`config.mk`:
```
export PLATFORM = sky130hd
export DESIGN_NAME = wipe_sequencer
export DESIGN_NICKNAME = d
export VERILOG_FILES = /design/src/rtl/wipe_pkg.sv /design/src/rtl/wipe_decode.sv /design/src/rtl/wipe_guard.sv /design/src/rtl/wipe_engine.sv /design/src/rtl/wipe_sequencer.sv
export SDC_FILE = /design/constraint.sdc
export NUM_CORES = 1
export LEC_CHECK = 0
export BUFFER_PORTS_ARGS = -buffer_cell sky130_fd_sc_hd__buf_2
export CAP_MARGIN = 20
export CORE_MARGIN = 2
export CORE_UTILIZATION = 30
export DETAILED_ROUTE_END_ITERATION = 16
export HOLD_SLACK_MARGIN = 0.12
export MAX_ROUTING_LAYER = met4
export PLACE_DENSITY = 0.72
export SYNTH_ARGS = -nofsm -noshare
export SYNTH_HDL_FRONTEND = slang
export SYNTH_SLANG_ARGS = --single-unit
```
`constraint.sdc`:
```
create_clock -name clk -period 1.32 [get_ports clk]
set_input_delay 0.066 -clock clk [delete_from_list [all_inputs] [get_ports clk]]
set_output_delay 0.066 -clock clk [all_outputs]
set_load 0.05 [all_outputs]
```
`src/rtl/wipe_pkg.sv`:
```
package wipe_pkg;
    localparam int NUM_PHASES = 3;

    localparam logic [7:0] OFS_SOFTRST  = 8'h00;
    localparam logic [7:0] OFS_TRIGGER  = 8'h04;
    localparam logic [7:0] OFS_BUSY     = 8'h08;
    localparam logic [7:0] OFS_PROTSTAT = 8'h18;

    typedef enum logic [1:0] {
        PH_IDLE  = 2'd0,
        PH_FLASH = 2'd1,
        PH_SRAM  = 2'd2,
        PH_CONF  = 2'd3
    } phase_e;

    typedef struct packed {
        phase_e phase;
        logic   core;
    } eng_s;

    typedef struct packed {
        logic soft_rst;
        logic freeze;
        logic protect;
        logic mark;
        logic ap_open;
    } guard_s;
endpackage

```
`src/rtl/wipe_decode.sv`:
```
module wipe_decode
    import wipe_pkg::*;
#(
    parameter int AW = 8,
    parameter int DW = 32
) (
    input  logic          sel_i,
    input  logic          wr_i,
    input  logic [AW-1:0] addr_i,
    input  logic [DW-1:0] wdata_i,
    input  logic          soft_rst_i,
    input  logic          busy_i,
    input  logic          protect_i,
    output logic [DW-1:0] rdata_o,
    output logic          wr_softrst_o,
    output logic          softrst_val_o,
    output logic          wr_trigger_o
);
    logic [DW-2:0] unused_wdata;
    assign unused_wdata = wdata_i[DW-1:1];

    always_comb begin
        wr_softrst_o  = sel_i && wr_i && (addr_i == AW'(OFS_SOFTRST));
        softrst_val_o = wdata_i[0];
        wr_trigger_o  = sel_i && wr_i && (addr_i == AW'(OFS_TRIGGER)) && wdata_i[0];
    end

    always_comb begin
        rdata_o = '0;
        if (sel_i && !wr_i) begin
            if (addr_i == AW'(OFS_SOFTRST))  rdata_o = DW'(soft_rst_i);
            if (addr_i == AW'(OFS_BUSY))     rdata_o = DW'(busy_i);
            if (addr_i == AW'(OFS_PROTSTAT)) rdata_o = DW'(!protect_i);
        end
    end
endmodule

```
`src/rtl/wipe_guard.sv`:
```
module wipe_guard
    import wipe_pkg::*;
(
    input  logic clk,
    input  logic por_n,
    input  logic rst_n,
    input  logic prot_cfg_i,
    input  logic wr_softrst_i,
    input  logic softrst_val_i,
    input  logic wr_trigger_i,
    input  logic busy_i,
    input  logic finish_i,
    output logic start_o,
    output logic soft_rst_o,
    output logic protect_o,
    output logic ap_open_o
);
    guard_s q, d;

    always_comb begin
        d       = q;
        start_o = wr_trigger_i && !busy_i && !q.protect;
        if (start_o) d.freeze = 1'b1;
        if (start_o || q.freeze)  d.soft_rst = 1'b0;
        else if (wr_softrst_i)    d.soft_rst = softrst_val_i;
        if (finish_i) d.mark = 1'b1;
    end

    always_ff @(posedge clk) begin
        if (!por_n) begin
            q         <= '0;
            q.protect <= prot_cfg_i;
        end else if (!rst_n) begin
            q.soft_rst <= 1'b0;
            q.freeze   <= 1'b0;
            q.protect  <= prot_cfg_i;
            q.mark     <= 1'b0;
            q.ap_open  <= q.ap_open | q.mark;
        end else begin
            q <= d;
        end
    end

    assign soft_rst_o = q.soft_rst;
    assign protect_o  = q.protect;
    assign ap_open_o  = q.ap_open;
endmodule

```
`src/rtl/wipe_engine.sv`:
```
module wipe_engine
    import wipe_pkg::*;
#(
    parameter bit DUAL_CORE = 1'b1
) (
    input  logic                  clk,
    input  logic                  rst_n,
    input  logic                  start_i,
    input  logic [NUM_PHASES-1:0] done_i,
    output logic [NUM_PHASES-1:0] req_o,
    output logic                  core_o,
    output logic                  busy_o,
    output logic                  finish_o
);
    localparam logic LAST_CORE = DUAL_CORE ? 1'b1 : 1'b0;

    eng_s q, d;

    always_comb begin
        d        = q;
        finish_o = 1'b0;
        unique case (q.phase)
            PH_IDLE: if (start_i) begin
                d.phase = PH_FLASH;
                d.core  = 1'b0;
            end
            PH_FLASH: if (done_i[0]) d.phase = PH_SRAM;
            PH_SRAM:  if (done_i[1]) d.phase = PH_CONF;
            PH_CONF: if (done_i[2]) begin
                if (q.core != LAST_CORE) begin
                    d.phase = PH_FLASH;
                    d.core  = 1'b1;
                end else begin
                    d.phase  = PH_IDLE;
                    finish_o = 1'b1;
                end
            end
            default: d.phase = PH_IDLE;
        endcase
    end

    always_ff @(posedge clk) begin
        if (!rst_n) q <= '{phase: PH_IDLE, core: 1'b0};
        else        q <= d;
    end

    for (genvar g = 0; g < NUM_PHASES; g++) begin : g_req
        assign req_o[g] = (q.phase == phase_e'(2'(g + 1)));
    end

    assign core_o = q.core;
    assign busy_o = (q.phase != PH_IDLE);
endmodule

```
`src/rtl/wipe_sequencer.sv`:
```
module wipe_sequencer
    import wipe_pkg::*;
#(
    parameter int AW        = 8,
    parameter int DW        = 32,
    parameter bit DUAL_CORE = 1'b1
) (
    input  logic                  clk,
    input  logic                  por_n,
    input  logic                  rst_n,
    input  logic                  prot_cfg_i,
    input  logic                  dbg_sel_i,
    input  logic                  dbg_wr_i,
    input  logic [AW-1:0]         dbg_addr_i,
    input  logic [DW-1:0]         dbg_wdata_i,
    output logic [DW-1:0]         dbg_rdata_o,
    output logic [NUM_PHASES-1:0] phase_req_o,
    input  logic [NUM_PHASES-1:0] phase_done_i,
    output logic                  core_sel_o,
    output logic                  soft_reset_o,
    output logic                  ap_open_o
);
    logic busy_w, protect_w, start_w, finish_w;
    logic wr_softrst_w, softrst_val_w, wr_trigger_w;
    logic rst_all_n;

    assign rst_all_n = por_n && rst_n;

    wipe_decode #(.AW(AW), .DW(DW)) u_decode (
        .sel_i         (dbg_sel_i),
        .wr_i          (dbg_wr_i),
        .addr_i        (dbg_addr_i),
        .wdata_i       (dbg_wdata_i),
        .soft_rst_i    (soft_reset_o),
        .busy_i        (busy_w),
        .protect_i     (protect_w),
        .rdata_o       (dbg_rdata_o),
        .wr_softrst_o  (wr_softrst_w),
        .softrst_val_o (softrst_val_w),
        .wr_trigger_o  (wr_trigger_w)
    );

    wipe_guard u_guard (
        .clk           (clk),
        .por_n         (por_n),
        .rst_n         (rst_n),
        .prot_cfg_i    (prot_cfg_i),
        .wr_softrst_i  (wr_softrst_w),
        .softrst_val_i (softrst_val_w),
        .wr_trigger_i  (wr_trigger_w),
        .busy_i        (busy_w),
        .finish_i      (finish_w),
        .start_o       (start_w),
        .soft_rst_o    (soft_reset_o),
        .protect_o     (protect_w),
        .ap_open_o     (ap_open_o)
    );

    wipe_engine #(.DUAL_CORE(DUAL_CORE)) u_engine (
        .clk      (clk),
        .rst_n    (rst_all_n),
        .start_i  (start_w),
        .done_i   (phase_done_i),
        .req_o    (phase_req_o),
        .core_o   (core_sel_o),
        .busy_o   (busy_w),
        .finish_o (finish_w)
    );
endmodule

```
; After elaboration in Yosys (flattened, before gate mapping)
; Index checks and enable logic that the tools add are counted.
[word_totals]
inputBits = 49
out_inout_bits = 38
ff_bits = 8
wordCells = 58
[classes]
n_eq_ne = 11
bitwise_logic = 3
mux = 17
n_reduce_logical = 20
[op_table]
columns = cell, n
row1 = 2-to-1 mux 32 bit, 1
row2 = 2-to-1 mux 3 bit, 4
row3 = "equality test 8 x 3 -> 1 bit, second input constant", 1
row4 = "equality test 8 x 4 -> 1 bit, second input constant", 1
row5 = "equality test 8 x 5 -> 1 bit, second input constant", 1
row6 = logical AND 1 bit, 8
row7 = logical NOT 8 bit, 1
row8 = 2-to-1 mux 1 bit, 8
row9 = one-hot mux 2 bit (4 select lines), 1
row10 = "!= test 2 x 1 -> 1 bit, second input constant", 3
row11 = "equality test 2 bit, second input constant", 2
row12 = 2-to-1 mux 2 bit, 2
row13 = "!= test 2 bit, second input constant", 2
row14 = AND reduction 4 bit, 1
row15 = nonzero test 2 bit, 2
row16 = logical NOT 1 bit, 3
row17 = AND reduction 3 bit, 1
row18 = OR reduction 3 bit, 1
row19 = "equality test 2 x 1 -> 1 bit, second input constant", 1
row20 = logical NOT 2 bit, 1
row21 = inverter 1 bit, 2
row22 = one-hot mux 1 bit (2 select lines), 1
row23 = AND reduction 2 bit, 1
row24 = logical OR 1 bit, 1
row25 = bitwise OR 1 bit, 1

; Logic depth before layout (Yosys ltp)
[logic_depth]
word_depth = 7
depth_mapped = 6
ltp_nobuf = 6

; Hierarchy
; A second synthesis with hierarchy kept.
[hier_totals]
cells_unflattened = 91
hier_area_um2 = 783.3
[modules_own_cells]
columns = mod, cells_each, n_inst, area_each_um2, seq_area_each_um2
row1 = wipe_decode, 46, 1, 321.6, 0.0
row2 = wipe_engine, 29, 1, 262.8, 60.1
row3 = wipe_guard, 15, 1, 192.7, 110.1
row4 = wipe_sequencer, 1, 1, 6.3, 0.0

; Worst setup path before layout
; OpenSTA, ideal clock, no wires.
[synth_timing]
path_type = register to output
from = register u_engine.q[1] in the netlist's numbering
to = output dbg_rdata_o[0]
n_path_buf = 0
arrival_time_ps = 1960
required_time_ps = 1254
stages_incl_launch_ff = 6
slack_ps = -706
path_cell_list = dfxtp_1 > inv_1 > ha_1 > inv_1 > o21ai_1 > a211oi_1
[synth_via]
elab_chain_len = 4
[synth_lines]
columns = item, line
row1 = "start, declared", wipe_engine.sv:17  ; eng_s q, d;
row2 = "start signal, assigned", wipe_engine.sv:43  ; if (!rst_n) q <= '{phase: PH_IDLE, core: 1'b0};
row3 = nonzero test 2 bit, wipe_engine.sv:52  ; assign busy_o = (q.phase != PH_IDLE);
row4 = 2-to-1 mux 1 bit, wipe_decode.sv:32  ; if (addr_i == AW'(OFS_BUSY)) rdata_o = DW'(busy_i);
row5 = 2-to-1 mux 1 bit, wipe_decode.sv:33  ; if (addr_i == AW'(OFS_PROTSTAT)) rdata_o = DW'(!protect_i);
row6 = 2-to-1 mux 32 bit, wipe_decode.sv:30  ; if (sel_i && !wr_i) begin
row7 = "end, declared", wipe_sequencer.sv:16  ; output logic [DW-1:0] dbg_rdata_o,
; Every way passes these cells.

; Worst setup path after layout
; Ends and elaborated chain as after synthesis.

==> summary.md <==
| Metric | Value |
|---|---|
| Pre-CTS setup slack | `-123 ps` |
| Async S/R FF share, synth | `0` |
| Num CTS Buffers | `3` |
| Vias per std cell | `4.19` |
| Routed WL per cell | `9.95 um` |
| Fill count | `243` |
| IO Count | `87` |
| Nets | `179` |
| Die Wd | `54.3 um` |
| Clk slew on worst S/H paths | `60 ps` |
| FF+latch count, synth | `8` |
| DP HPWL | `1150 um` |
| Final Hold Fails | `0` |
| Syn avg cell area | `8.63 um2` |
| Main synth FF type | `dfxtp_1` |
| Initial Util | `0.312` |
| Area Growth Syn to Fin | `34.1%` |
| Startpoint Class | `flip-flop` |
| Synth top area share | `0.316` |
| Floorplan core area | `0.00243 mm2` |
| Antenna violations before repair | `0` |
| Dpl cells | `143` |
| Critical path fanouts, max | `3` |
| Hold Crit Depth | `3` |
| Largest net degree at the start of global routing | `10` |
| Vias in the first global route | `582` |
| GRT Overall Usage | `0.112` |
| Finished Layout Cells | `154` |
| Worst R2R Path Depth | `6` |
| Max Buffers Root-to-Sink | `2` |
| Tmin final | `1450 ps` |
| LEAKAGE | `0.000487 uW` |
| Cells after Synth | `88` |
| Max Cap Viol | `0` |
| Clock skew | `7.96 ps` |
| 1st-iter DRT viols | `6` |
| Area leader, netlist | `buf_4` |
| Clk_lat worst skew | `250 ps` |
| Clock Sinks | `8` |
| I/O Buffers | `24` |
| Max VDD drop | `330 uV` |
| CP Capture Type | `output port` |
| Vias after detailed routing | `646` |
| Fin crit share | `1.10` |
| Sequential area share after synthesis | `0.224` |
| Drt pass-1 iters | `5` |
| Hold slack | `138 ps` |
| Diode count | `0` |
| Final setup margin | `-129 ps` |
| Gr ovfl total | `0` |
| RePlAce Congestion | `0.746` |
| Critical Path RT | `1250 ps` |
| WS Path Type | `flip-flop to output port` |
| Crit path DAT | `1380 ps` |
| Synthesized cell area | `759 um2` |
| Chip height | `54.3 um` |
| CTS root buffer | `clkbuf_4` |
| # setup viols final | `4` |
| Status | `finished with violations` |
| First-pass GRT wire length | `2240 um` |
| Synth unique cells | `34` |
| EDFF count, synth | `1` |
| Pins Over Slew Limit | `0` |
| YS warnings | `0` |
| CTS tree | `done` |
| Most common cell in the netlist | `buf_4` |
| Synth top area cells | `buf_4 32%, dfxtp_1 18%, ha_1 8.2%, edfxtp_1 4.0%, nor4b_4 3.1%` |
| Top cells by count, synth | `32 x buf_4, 7 x dfxtp_1, 5 x ha_1, 5 x inv_1, 5 x nor2_1` |
| Post-route DRC | `0` |
| Die ar. | `0.00295 mm2` |
| Hold Path Class | `primary input to flip-flop` |
| Drt total wl | `1530 um` |
| RSZ-0062 raised after global routing | `yes` |
| Rows | `18` |
| DRT antenna net count | `0` |
| Ratio of cells with drive above 1 in the final layout | `0.444` |
| # H-tree levels | `1` |
| P per Cell Area | `704 mW/mm2` |
| Fmax | `690 MHz` |
| Failing checks | `setup timing` |
cells in the final DEF, fill, tap and decap left out, types with 2 or more instances in the layout:
master and count:
inv_1 2, buf_6 4, inv_2 2, a21oi_1 2, inv_4 2, buf_4 5
a31oi_1 2, nor2_1 4, conb_1 31, nand2_1 2, clkbuf_4 3, ha_4 4
dfxtp_1 4, buf_2 22, dlygate4sd3_1 3, dfxtp_2 2
per-layer routing:
layer / track usage / wire length, um / up-vias / part of all wire
met1: 0.0872 / 534 / 297 / 0.35
li1: - / - / 311 / -
met2: 0.231 / 851 / 38 / 0.56
met4: 0.0500 / 0 / 0 / 0
met5: - / 0 / - / 0
met3: 0.0328 / 146 / 0 / 0.095
final timing paths:
path	end	slack, ps	from
worst min-delay path	u_guard.soft_rst_o	140	dbg_wdata_i[0]
worst max-delay path	dbg_rdata_o[0]	-130	u_engine.q[1]
worst min register to register	u_guard.q[3]	460	u_guard.q[3]
worst max register to register	u_engine.q[2]	-100	u_engine.q[2]
final cells by class:
cell class	instances	area [um2]	area share
Multi-Input combinational cell	71	524	0.515
Sequential cell	8	176	0.173
Clock buffer	4	26.3	0.0258
Tap cell	30	37.5	0.0369
Timing Repair Buffer	34	223	0.219
Inverter	7	31.3	0.0307
state kept, by name, indices dropped and copies added (netlist names):
register,count
u_guard.q,2
u_engine.q,2
u_guard.protect_o,1
u_guard.ap_open_o,1
u_guard.soft_rst_o,1
u_engine.core_o,1
where the power goes:
group / leakage [uW] / internal [uW] / switching (uW)
clock network: 0.0000150 / 116 / 84.8
registers: 0.0000686 / 248 / 1.96
logic: 0.000404 / 39.9 / 227
logic make-up (layout without fill, tap and decap cells):
| kind of cell | count (synthesis) | count (layout) | synth area share |
|---|---|---|---|
| buffers and inverters | 39 | 45 | 0.351 |
| AND/OR/NAND/NOR | 18 | 18 | 0.170 |
| flip-flops | 8 | 8 | 0.224 |
| other | 1 | 31 | 0.00494 |
| AO/OA/AOI/OAI | 16 | 16 | 0.155 |
| multiplexers | 1 | 1 | 0.0132 |
| adder cells (fa/ha/maj) | 5 | 5 | 0.0824 |
metrics by stage:
stage,power (uW),utilization,cell area (um2),TNS (ps)
5_1_grt,755,0.419,1020,-636
6_report,717,0.419,1020,-326
3_3_place_gp,508,0.350,852,-166
4_1_cts,724,0.413,1000,-366
3_5_place_dp,511,0.350,852,-339
2_1_floorplan,544,-,912,-343
critical path: stages (launching register included):
cell and delay (ps):
dfxtp_2 360, inv_4 60, ha_4 150, inv_2 70, o21ai_2 70, a211oi_4 230
buf_6 180
what timing repair did:
action | in CTS | in global routing
hold endpoints to repair | 3 | 0
hold buffers | 3 | 0
gates resized for setup | 18 | 4
setup endpoints to repair | 5 | 5
pin swaps | 7 | 1
setup buffers | 4 | 0
Note: power is estimated with default switching activity, not from simulation.
